[src/rtl/rsq_pkg.sv]
package rsq_pkg;

  typedef enum logic [1:0] {
    ST_FAULT = 2'd0,
    ST_HOLD  = 2'd1,
    ST_RUN   = 2'd2
  } rsqState_e;

  // control -> datapath
  typedef struct packed {
    logic loadTimer;
    logic runTimer;
  } rsqStrobe_t;

  // datapath -> control
  typedef struct packed {
    logic faultNow;
    logic extEdge;
    logic timerDone;
  } rsqStatus_t;

endpackage

[src/rtl/rsq_sync.sv]
module rsq_sync #(
  parameter int WIDTH = 2
) (
  input  logic             clk,
  input  logic             porN,
  input  logic [WIDTH-1:0] asyncIn,
  output logic [WIDTH-1:0] syncOut
);

  for (genvar b = 0; b < WIDTH; b++) begin : gBit
    logic stage1, stage2;
    always_ff @(posedge clk or negedge porN) begin
      if (!porN) begin
        stage1 <= 1'b0;
        stage2 <= 1'b0;
      end else begin
        stage1 <= asyncIn[b];
        stage2 <= stage1;
      end
    end
    assign syncOut[b] = stage2;
  end

endmodule

[src/rtl/rsq_datapath.sv]
module rsq_datapath
  import rsq_pkg::*;
#(
  parameter int TIMEOUT_CYCLES = 25_000_000,
  parameter int GLITCH_CYCLES  = 4
) (
  input  logic       clk,
  input  logic       porN,
  input  logic       sGood,
  input  logic       sPin,
  input  logic       pullDown,
  input  rsqStrobe_t strobe,
  output rsqStatus_t status
);

  localparam int TW = (TIMEOUT_CYCLES > 1) ? $clog2(TIMEOUT_CYCLES) : 1;
  localparam int GW = $clog2(GLITCH_CYCLES + 1);
  localparam logic [TW-1:0] TIMER_LOAD = TW'(TIMEOUT_CYCLES - 1);
  localparam logic [GW-1:0] GLITCH_MAX = GW'(GLITCH_CYCLES);

  logic [GW-1:0] badCnt;
  logic [TW-1:0] timer;
  logic          pinPrev;

  // consecutive low samples of the synchronised supply flag, saturating
  always_ff @(posedge clk or negedge porN) begin
    if (!porN) begin
      badCnt <= '0;
    end else if (sGood) begin
      badCnt <= '0;
    end else if (badCnt != GLITCH_MAX) begin
      badCnt <= badCnt + 1'b1;
    end
  end

  always_ff @(posedge clk or negedge porN) begin
    if (!porN) pinPrev <= 1'b0;
    else       pinPrev <= sPin;
  end

  always_ff @(posedge clk or negedge porN) begin
    if (!porN) begin
      timer <= '0;
    end else if (strobe.loadTimer) begin
      timer <= TIMER_LOAD;
    end else if (strobe.runTimer && timer != '0) begin
      timer <= timer - 1'b1;
    end
  end

  assign status.faultNow  = (badCnt == GLITCH_MAX);
  assign status.extEdge   = pinPrev & ~sPin & ~pullDown;
  assign status.timerDone = (timer == '0);

endmodule

[src/rtl/rsq_ctrl.sv]
module rsq_ctrl
  import rsq_pkg::*;
(
  input  logic       clk,
  input  logic       porN,
  input  logic       sGood,
  input  rsqStatus_t status,
  output rsqStrobe_t strobe,
  output logic       pullDown
);

  rsqState_e state, stateNext;

  always_ff @(posedge clk or negedge porN) begin
    if (!porN) state <= ST_FAULT;
    else       state <= stateNext;
  end

  always_comb begin
    stateNext        = state;
    strobe.loadTimer = 1'b0;
    strobe.runTimer  = 1'b0;
    if (status.faultNow) begin
      stateNext = ST_FAULT;
    end else begin
      unique case (state)
        ST_FAULT: if (sGood) begin
          stateNext        = ST_HOLD;
          strobe.loadTimer = 1'b1;
        end
        ST_HOLD: begin
          if (status.timerDone) stateNext = ST_RUN;
          else                  strobe.runTimer = 1'b1;
        end
        ST_RUN: if (status.extEdge) begin
          stateNext        = ST_HOLD;
          strobe.loadTimer = 1'b1;
        end
        default: stateNext = ST_FAULT;
      endcase
    end
  end

  assign pullDown = (state != ST_RUN);

endmodule

[src/rtl/supply_reset_seq.sv]
module supply_reset_seq
  import rsq_pkg::*;
#(
  parameter int TIMEOUT_CYCLES = 25_000_000,
  parameter int GLITCH_CYCLES  = 4
) (
  input  logic clk,
  input  logic porN,
  input  logic supplyGood,
  input  logic pinLevel,
  output logic pullDown,
  output logic writeInhibit
);

  logic [1:0] syncVec;
  logic       sGood;
  logic       sPin;
  rsqStrobe_t strobe;
  rsqStatus_t status;

  rsq_sync #(.WIDTH(2)) uSync (
    .clk    (clk),
    .porN   (porN),
    .asyncIn({pinLevel, supplyGood}),
    .syncOut(syncVec)
  );

  assign sGood = syncVec[0];
  assign sPin  = syncVec[1];

  rsq_datapath #(
    .TIMEOUT_CYCLES(TIMEOUT_CYCLES),
    .GLITCH_CYCLES (GLITCH_CYCLES)
  ) uDp (
    .clk     (clk),
    .porN    (porN),
    .sGood   (sGood),
    .sPin    (sPin),
    .pullDown(pullDown),
    .strobe  (strobe),
    .status  (status)
  );

  rsq_ctrl uCtrl (
    .clk     (clk),
    .porN    (porN),
    .sGood   (sGood),
    .status  (status),
    .strobe  (strobe),
    .pullDown(pullDown)
  );

  assign writeInhibit = pullDown | ~sPin;

endmodule

[config.mk]
export PLATFORM = sky130hd
export DESIGN_NAME = supply_reset_seq
export DESIGN_NICKNAME = d
export VERILOG_FILES = /design/src/rtl/rsq_pkg.sv /design/src/rtl/rsq_sync.sv /design/src/rtl/rsq_datapath.sv /design/src/rtl/rsq_ctrl.sv /design/src/rtl/supply_reset_seq.sv
export SDC_FILE = /design/constraint.sdc
export NUM_CORES = 1
export LEC_CHECK = 0
export BUFFER_PORTS_ARGS = -buffer_cell sky130_fd_sc_hd__buf_4
export CAP_MARGIN = 20
export CORE_ASPECT_RATIO = 0.9
export CORE_MARGIN = 2
export CORE_UTILIZATION = 40
export DETAILED_ROUTE_END_ITERATION = 7
export SYNTH_ARGS = -nofsm -noshare
export SYNTH_HDL_FRONTEND = slang
export SYNTH_HIERARCHICAL = 1
export SYNTH_SLANG_ARGS = --single-unit
[constraint.sdc]
create_clock -name clk -period 4.6 [get_ports clk]
set_input_delay 1.38 -clock clk [delete_from_list [all_inputs] [get_ports clk]]
set_output_delay 1.38 -clock clk [all_outputs]
set_load 0.01 [all_outputs]
== After elaboration in Yosys (flattened, before gate mapping) ==
Cells that the tools add are included.

* Output and inout bits: 2
* Input bits: 4
* Register bits: 35
* Word-level logic and storage cells: 45

* Reduce and logical (&&, ||, !) cells: 7
* Multiplexer cells: 15
* Equality and inequality tests: 8
* Bitwise operators: 5
* $add $sub $neg: 2

{| class="wikitable"
|+ Operators by type and width
! kind !! count
|-
| 25-bit two-way mux || 2
|-
| 25-bit logical NOT || 1
|-
| 25-bit nonzero test || 1
|-
| 25-bit by 1-bit subtractor with 25-bit output, second input constant || 1
|-
| 3-bit inequality test, second input constant || 4
|-
| 2-bit two-way mux || 5
|-
| 3-bit two-way mux || 2
|-
| 2-bit case mux with 3 select lines || 1
|-
| 1-bit two-way mux || 4
|-
| 2-bit nonzero test || 2
|-
| 3-bit by 1-bit adder with 3-bit output, second input constant || 1
|-
| 3-bit == test, second input constant || 1
|-
| 3-bit AND reduction || 1
|-
| 1-bit bitwise AND || 2
|-
| 2-bit by 1-bit == test with 1-bit output, second input constant || 1
|-
| 2-bit == test, second input constant || 1
|-
| 2-bit logical NOT || 1
|-
| 2-bit inequality test, second input constant || 1
|-
| 1-bit NOT || 2
|-
| 1-bit case mux with 2 select lines || 1
|-
| 1-bit logical AND || 1
|-
| 1-bit bitwise OR || 1
|}

== Logic depth before layout (Yosys ltp) ==
Gate-level depths: netlist of the first run.

* Depth after elaboration: 9
* Depth in mapped cells: 13

== By module ==
The synthesis of the first run kept the hierarchy.

{| class="wikitable"
|+ Modules (own cells, without submodules)
! module !! area an instance (um^2) !! instances !! cells an instance
|-
| rsq_datapath || 1761.7 || 1 || 185
|-
| rsq_ctrl || 115.1 || 1 || 12
|-
| rsq_sync || 115.1 || 1 || 6
|-
| supply_reset_seq || 6.3 || 1 || 1
|}

== Least setup slack after synthesis of the first run ==
OpenSTA, ideal clock, no wires.

* Path type: reg-to-reg
* From: register uDp.timer[0]
* To: register uDp.timer[17]
* Data arrival time: 3233 ps
* Cell stages (with the launch flop): 14
* Library setup time: 78 ps
* Setup slack: 1289 ps
* Buffers on the path: 3
* Path through: dfrtp_1 -> inv_1 -> ha_1 -> nor2b_1 -> and4_1 -> buf_4 -> buf_4 -> and2_1 -> nor4_1 -> or3b_1 -> clkbuf_2 -> or4_1 -> or4_1 -> a21oi_1

{| class="wikitable"
|+ RTL lines
! what !! line !! RTL
|-
| from (decl) || rsq_datapath.sv:22 || <nowiki>logic [TW-1:0] timer;</nowiki>
|-
| from (signal assigned) || rsq_datapath.sv:47 || <nowiki>timer <= timer - 1'b1;</nowiki>
|}

==> results of run 1 <==
-- layer usage --
layer | vias up | share of wire [%] | track usage, %
met5 | - | 0 | 0
met4 | 0 | 1.6 | 7.02
met3 | 6 | 3.4 | 3.44
met2 | 27 | 42 | 20.5
met1 | 708 | 53 | 21.7
li1 | 735 | - | -
-- cells by family (layout without fill, tap and decap cells) --
logic type / count (synthesis) / count (layout) / synth area share (%)
xor+xnor: 1 / 1 / 0.438
mux: 21 / 21 / 10.9
flops: 35 / 35 / 43.8
buf+inv: 18 / 21 / 4.38
fa+ha+maj: 4 / 4 / 2.50
compound gates: 24 / 24 / 8.45
simple gates: 101 / 101 / 29.5
-- state kept, by name, summed over array words and instances, names as in the netlist --
name               flops
uDp/timer             25
uDp/badCnt             3
uCtrl/state            2
uSync/gBit.stage1      2
uSync/gBit.stage2      2
uDp/pinPrev            1
-- power breakdown --
group	total (mW)	switching (mW)	internal, mW
Clock	0.286	0.111	0.175
Combinational	0.237	0.121	0.116
Sequential	0.457	0.0810	0.376
Total	0.980	0.313	0.667
-- path summary, 6_finish.rpt --
check | end | slack (ps) | depth (start not counted)
min reg2reg | uSync/gBit[0].stage2 | 350 | 0
max reg2reg | uDp/timer[17] | 1310 | 10
max | uDp/timer[17] | 1310 | 10
min in group asynchronous | uDp/badCnt[2] | 1030 | 1
min | uSync/gBit[0].stage2 | 350 | 0
max in group asynchronous | uDp/timer[15] | 3250 | 1
-- synth_stat cells, drive strengths merged, types with 2 or more instances --
library cell | n | share of area [%]
a2111oi | 5 | 2.2
a211oi | 5 | 1.9
a21oi | 7 | 1.8
and2 | 2 | 0.63
and4 | 2 | 0.88
buf | 5 | 1.9
clkbuf | 7 | 1.4
dfrtp | 35 | 44
ha | 4 | 2.5
inv | 6 | 1.1
mux2 | 6 | 3.4
mux2i | 15 | 7.5
nand2 | 7 | 1.3
nand2b | 3 | 0.94
nand3b | 2 | 0.75
nand4 | 3 | 0.94
nand4b | 2 | 0.88
nor2 | 27 | 5.1
nor2b | 20 | 6.3
nor3 | 6 | 1.5
nor3b | 2 | 0.75
nor4 | 10 | 3.9
o31a | 2 | 0.88
o31ai | 2 | 0.75
or3 | 2 | 0.63
or3b | 3 | 1.3
or4 | 6 | 2.3
-- per-stage QoR --
step	cell area, µm²	util (%)
5_1_grt	2190	45.3
3_3_place_gp	2070	42.9
2_1_floorplan	2000	-
4_1_cts	2190	45.3
3_5_place_dp	2070	42.9
6_report	2190	45.3
-- placed cells by master, fill, tap and decap left out, drive strengths merged --
| master | n |
|---|---|
| bufinv | 1 |
| clkbuf | 6 |
| o21a | 1 |
| nand3 | 1 |
| mux2 | 6 |
| nand2b | 3 |
| and4 | 2 |
| o21ai | 1 |
| a21oi | 7 |
| o31ai | 2 |
| nor4bb | 1 |
| inv | 6 |
| ha | 4 |
| dfrtp | 35 |
| or4 | 6 |
| nand3b | 2 |
| clkinv | 1 |
| xnor2 | 1 |
| nand4 | 3 |
| buf | 7 |
| or3b | 3 |
| a21boi | 1 |
| nor4 | 10 |
| nand2 | 7 |
| or2 | 1 |
| nor3b | 2 |
| nand4b | 2 |
| a2111oi | 5 |
| nor3 | 6 |
| nor2b | 20 |
| nor4b | 1 |
| nor2 | 27 |
| and2 | 2 |
| mux2i | 15 |
| a211oi | 5 |
| o31a | 2 |
| or3 | 2 |
-- area by class of cell --
class	count	area, µm²
multi-input cells	151	1040
inverters	6	22.5
flip-flops and latches	35	876
clock buffers	6	82.6
repair buffers	7	52.6
fillers	448	2650
clock inverters	2	35.0
well taps	65	81.3
==> run metrics, run 1 <==
# placed instances=264; CTS resizes=0; Post-CTS Setup Inserts=0; Max-slew headroom=57.9%; Setup Skew=3.72 ps; CP Data Required Time=4810 ps; Tot Pwr=0.980 mW; worst-skew pair later-pin latency=280 ps; sequential area share after synthesis=43.8%; Main synth FF type=dfrtp_1; post-synth cell types=37; fmax=304 MHz; worst path bufs/invs=1; total CTS buffers=5; syn nets=212; critical path class=reg -> reg; grt ovf=0; syn avg cell area=9.79 µm²; core area=4830 µm²; maxcap violations=0; CP max FO=7; dpl ws=1330 ps; Die Ht=71.1 µm; Area growth syn-to-layout=9.58%; worst path cell trace=inv_1 > ha_1 > nor2b_1 > and4_1 > and2_1 > nor4_1 > or3b_1 > or4_1 > or4_1 > a21oi_1; CTS Hold Buffers Added=0; routed wire length=3.57 mm; die area=5580 µm²; Initial Util=41.3%; WL per Instance=13.1 µm; HP Start=uSync/gBit[0].stage1; most frequent CP cell=or4_1; first-pass GRT wire length=6.40 mm; Initial DRC Count=65; Worst setup startpoint=uDp/timer[0]; initial antenna violation count=0; Power Density=448 nW/µm²; maximum vdd drop=213 µV; Antenna Violating Nets Remaining=0; H-Tree Depth=2; Non-Filler Instances=272; Worst setup EP type=flop; Post-Syn Instances=204; row cnt=24; CTS tree=yes; Crit-path slowest cell=nor4_1; nets@finish=214; Worst-Margin Slew=626 ps; ant diodes=0; Final Hold Fails=0; clock transition at the registers of the reported paths=70 ps; Top Ports=6; synthesized area=2000 µm²; final setup TNS=0 ps; Yosys reg bits=35; WHS=348 ps; Pleak=0.845 nW; top cell family by delay on the critical path=simple AND/OR/NAND/NOR gates; global placement routability congestion=0.775; final critical-path share of the clock period=71.5%; DRC viols=0; status=finished clean; final worst slack=1310 ps; vias=1,476; warnings from Yosys=6; minimum clock period=3290 ps; die span in x=78.5 µm; vias in the first global route=1,351; worst min path class=reg -> reg; clk root buf=clkbuf_8; RSZ-0062 raised after global routing=no; clock buffer depth=2; clock sink count=35; share of post-route cells with drive strength above 1=11.6%; pin count of the biggest net entering global routing=46; arrival time worst endpoint=3500 ps; Detailed Place HPWL=2.43 mm; max incr delay on CP=540 ps; Pre-antenna DRT Iters=4; via/cell ratio=5.43; total track usage=14.8%; PortBufs=5; Final setup viols=0; Post-synth EDFFs=0; Startpoint Class=flop; Synth async-reset ratio=100%; R2R Path Start=uDp/timer[0]; fin. max-slew vios=0
(Power assumes the default switching activity.)
==> run 2: changes to the inputs <==
==> constraint.sdc (replaced) <==
create_clock -name clk -period 3.09 [get_ports clk]
set_input_delay 0.927 -clock clk [delete_from_list [all_inputs] [get_ports clk]]
set_output_delay 0.927 -clock clk [all_outputs]
set_load 0.01 [all_outputs]
==> run metrics, run 2 (same netlist as run 1, synthesis figures left out) <==
status=finished clean; Worst setup startpoint=uDp/timer[0]; grt ovf=0; Power Density=648 nW/µm²; WL per Instance=13.5 µm; Largest register FFs=25; Worst setup EP type=flop; Antenna Violating Nets Remaining=0; total CTS buffers=5; CP Data Required Time=3310 ps; dpl ws=177 ps; final setup TNS=0 ps; worst min path class=reg -> reg; top cell family by delay on the critical path=simple AND/OR/NAND/NOR gates; final worst slack=198 ps; pin count of the biggest net entering global routing=46; fmax=346 MHz; R2R setup slack=200 ps; R2R Path Start=uDp/timer[0]; CTS Hold Buffers Added=0; Initial Util=41.3%; RSZ-0062 raised after global routing=no; max incr delay on CP=470 ps; reg-to-reg critical path endpoint=uDp/timer[17]; die span in x=78.5 µm; initial antenna violation count=0; clk root buf=clkbuf_8; most frequent CP cell=or4_1; DRC viols=0; total track usage=15.9%; Regs by FF count=uDp/timer x25, uDp/badCnt x3; nets@finish=218; Detailed Place HPWL=2.50 mm; Max-slew headroom=62.6%; Die Ht=71.1 µm; core area=4830 µm²; Setup Skew=7.44 ps; vias=1,517; number of fill cells in the layout=454; worst path cell trace=inv_1 > ha_1 > nor2b_1 > and4_1 > and2_4 > nor4_4 > or3b_4 > or4_1 > or4_1 > a21oi_1; Pleak=0.862 nW; worst-skew pair later-pin latency=290 ps; fin. max-slew vios=0; row cnt=24; first-pass GRT wire length=6.95 mm; Area growth syn-to-layout=11.4%; Final setup viols=0; final critical-path share of the clock period=93.6%; R2R cell count=10; WHS Endpoint=uSync/gBit[0].stage2; maxcap violations=0; CTS tree=yes; share of post-route cells with drive strength above 1=14.7%; worst path bufs/invs=1; routed wire length=3.72 mm; arrival time worst endpoint=3110 ps; ant diodes=0; clock sink count=35; via/cell ratio=5.50; Worst-Margin Slew=547 ps; critical path class=reg -> reg; Post-CTS Setup Inserts=0; die area=5580 µm²; most frequent cells in the layout=dfrtp_1 (35), nor2_1 (27), nor2b_1 (20); H-Tree Depth=2; largest register by flop count=uDp/timer; most common cell after layout, fill and taps aside=dfrtp_1; Initial DRC Count=95; Crit-path slowest cell=or3b_4; Tot Pwr=1.44 mW; vias in the first global route=1,511; minimum clock period=2890 ps; clock buffer depth=2; CP max FO=7; global placement routability congestion=0.758; Startpoint Class=flop; clock transition at the registers of the reported paths=80 ps; Final Hold Fails=0; PortBufs=5; Pre-antenna DRT Iters=4; maximum vdd drop=286 µV; HP Start=uSync/gBit[0].stage1; Top Ports=6; Worst Hold Depth=0
-- run 2: changes by cell type in the layout (fill, tap and decap cells not counted) --
| cell | delta |
|---|---|
| nor4_1 | -1 |
| clkinv_2 | -1 |
| or3b_1 | -1 |
| nor4_4 | +1 |
| bufinv_16 | -1 |
| and2_4 | +1 |
| and2_1 | -1 |
| or3b_4 | +1 |
| clkbuf_8 | +1 |
| buf_4 | +4 |
| clkinvlp_4 | +1 |
-- run 2: final cells by class --
| class | count | area, µm² | area share [%] |
|---|---|---|---|
| Tap cell | 65 | 81.3 | 3.65 |
| Clock inverter | 1 | 7.51 | 0.337 |
| Sequential cell | 35 | 876 | 39.3 |
| Timing Repair Buffer | 11 | 82.6 | 3.71 |
| Clock buffer | 7 | 96.3 | 4.33 |
| Multi-Input combinational cell | 151 | 1060 | 47.6 |
| Inverter | 6 | 22.5 | 1.01 |
-- run 2: worst max path at each step --
stage                     to  depth (start not counted)
2_1_floorplan  uDp/timer[17]                         13
3_3_place_gp   uDp/timer[17]                         10
3_5_place_dp   uDp/timer[17]                         10
4_1_cts        uDp/timer[17]                         10
5_1_grt        uDp/timer[17]                         10
6_report       uDp/timer[17]                         10
-- run 2: per-stage QoR --
stage | std cells | area (µm²) | hold slack [ps] | utilization, %
2_1_floorplan | 204 | 2020 | 331 | -
3_3_place_gp | 268 | 2120 | 334 | 43.8
3_5_place_dp | 268 | 2120 | 336 | 43.8
4_1_cts | 276 | 2220 | 354 | 46.0
5_1_grt | 276 | 2230 | 371 | 46.0
6_report | 276 | 2230 | 350 | 46.0
-- run 2: worst register-to-register path, cell delays in order (launching register included) --
cell     delay, ps
dfrtp_1        390
inv_1           90
ha_1           190
nor2b_1        120
and4_1         200
and2_4         150
nor4_4         200
or3b_4         470
or4_1          430
or4_1          420
a21oi_1        150
-- run 2: metal layers --
metal  global-route usage (%)  vias to the layer above  share of wire [%]
met5                        0                        -                  0
met4                     4.09                        0               0.67
met3                     5.74                        4                3.2
met2                     24.7                       20                 45
met1                     21.4                      748                 51
li1                         -                      745                  -
-- run 2: timing repair --
action / CTS / global route
endpoints found under the setup margin: 0 / 2
endpoints found under the hold margin: 0 / 0
gates resized for setup: 0 / 1
-- run 2: power breakdown --
part | internal [mW] | switching (mW) | total (mW)
Combinational | 0.199 | 0.188 | 0.387
Sequential | 0.559 | 0.121 | 0.680
Clock | 0.203 | 0.173 | 0.375
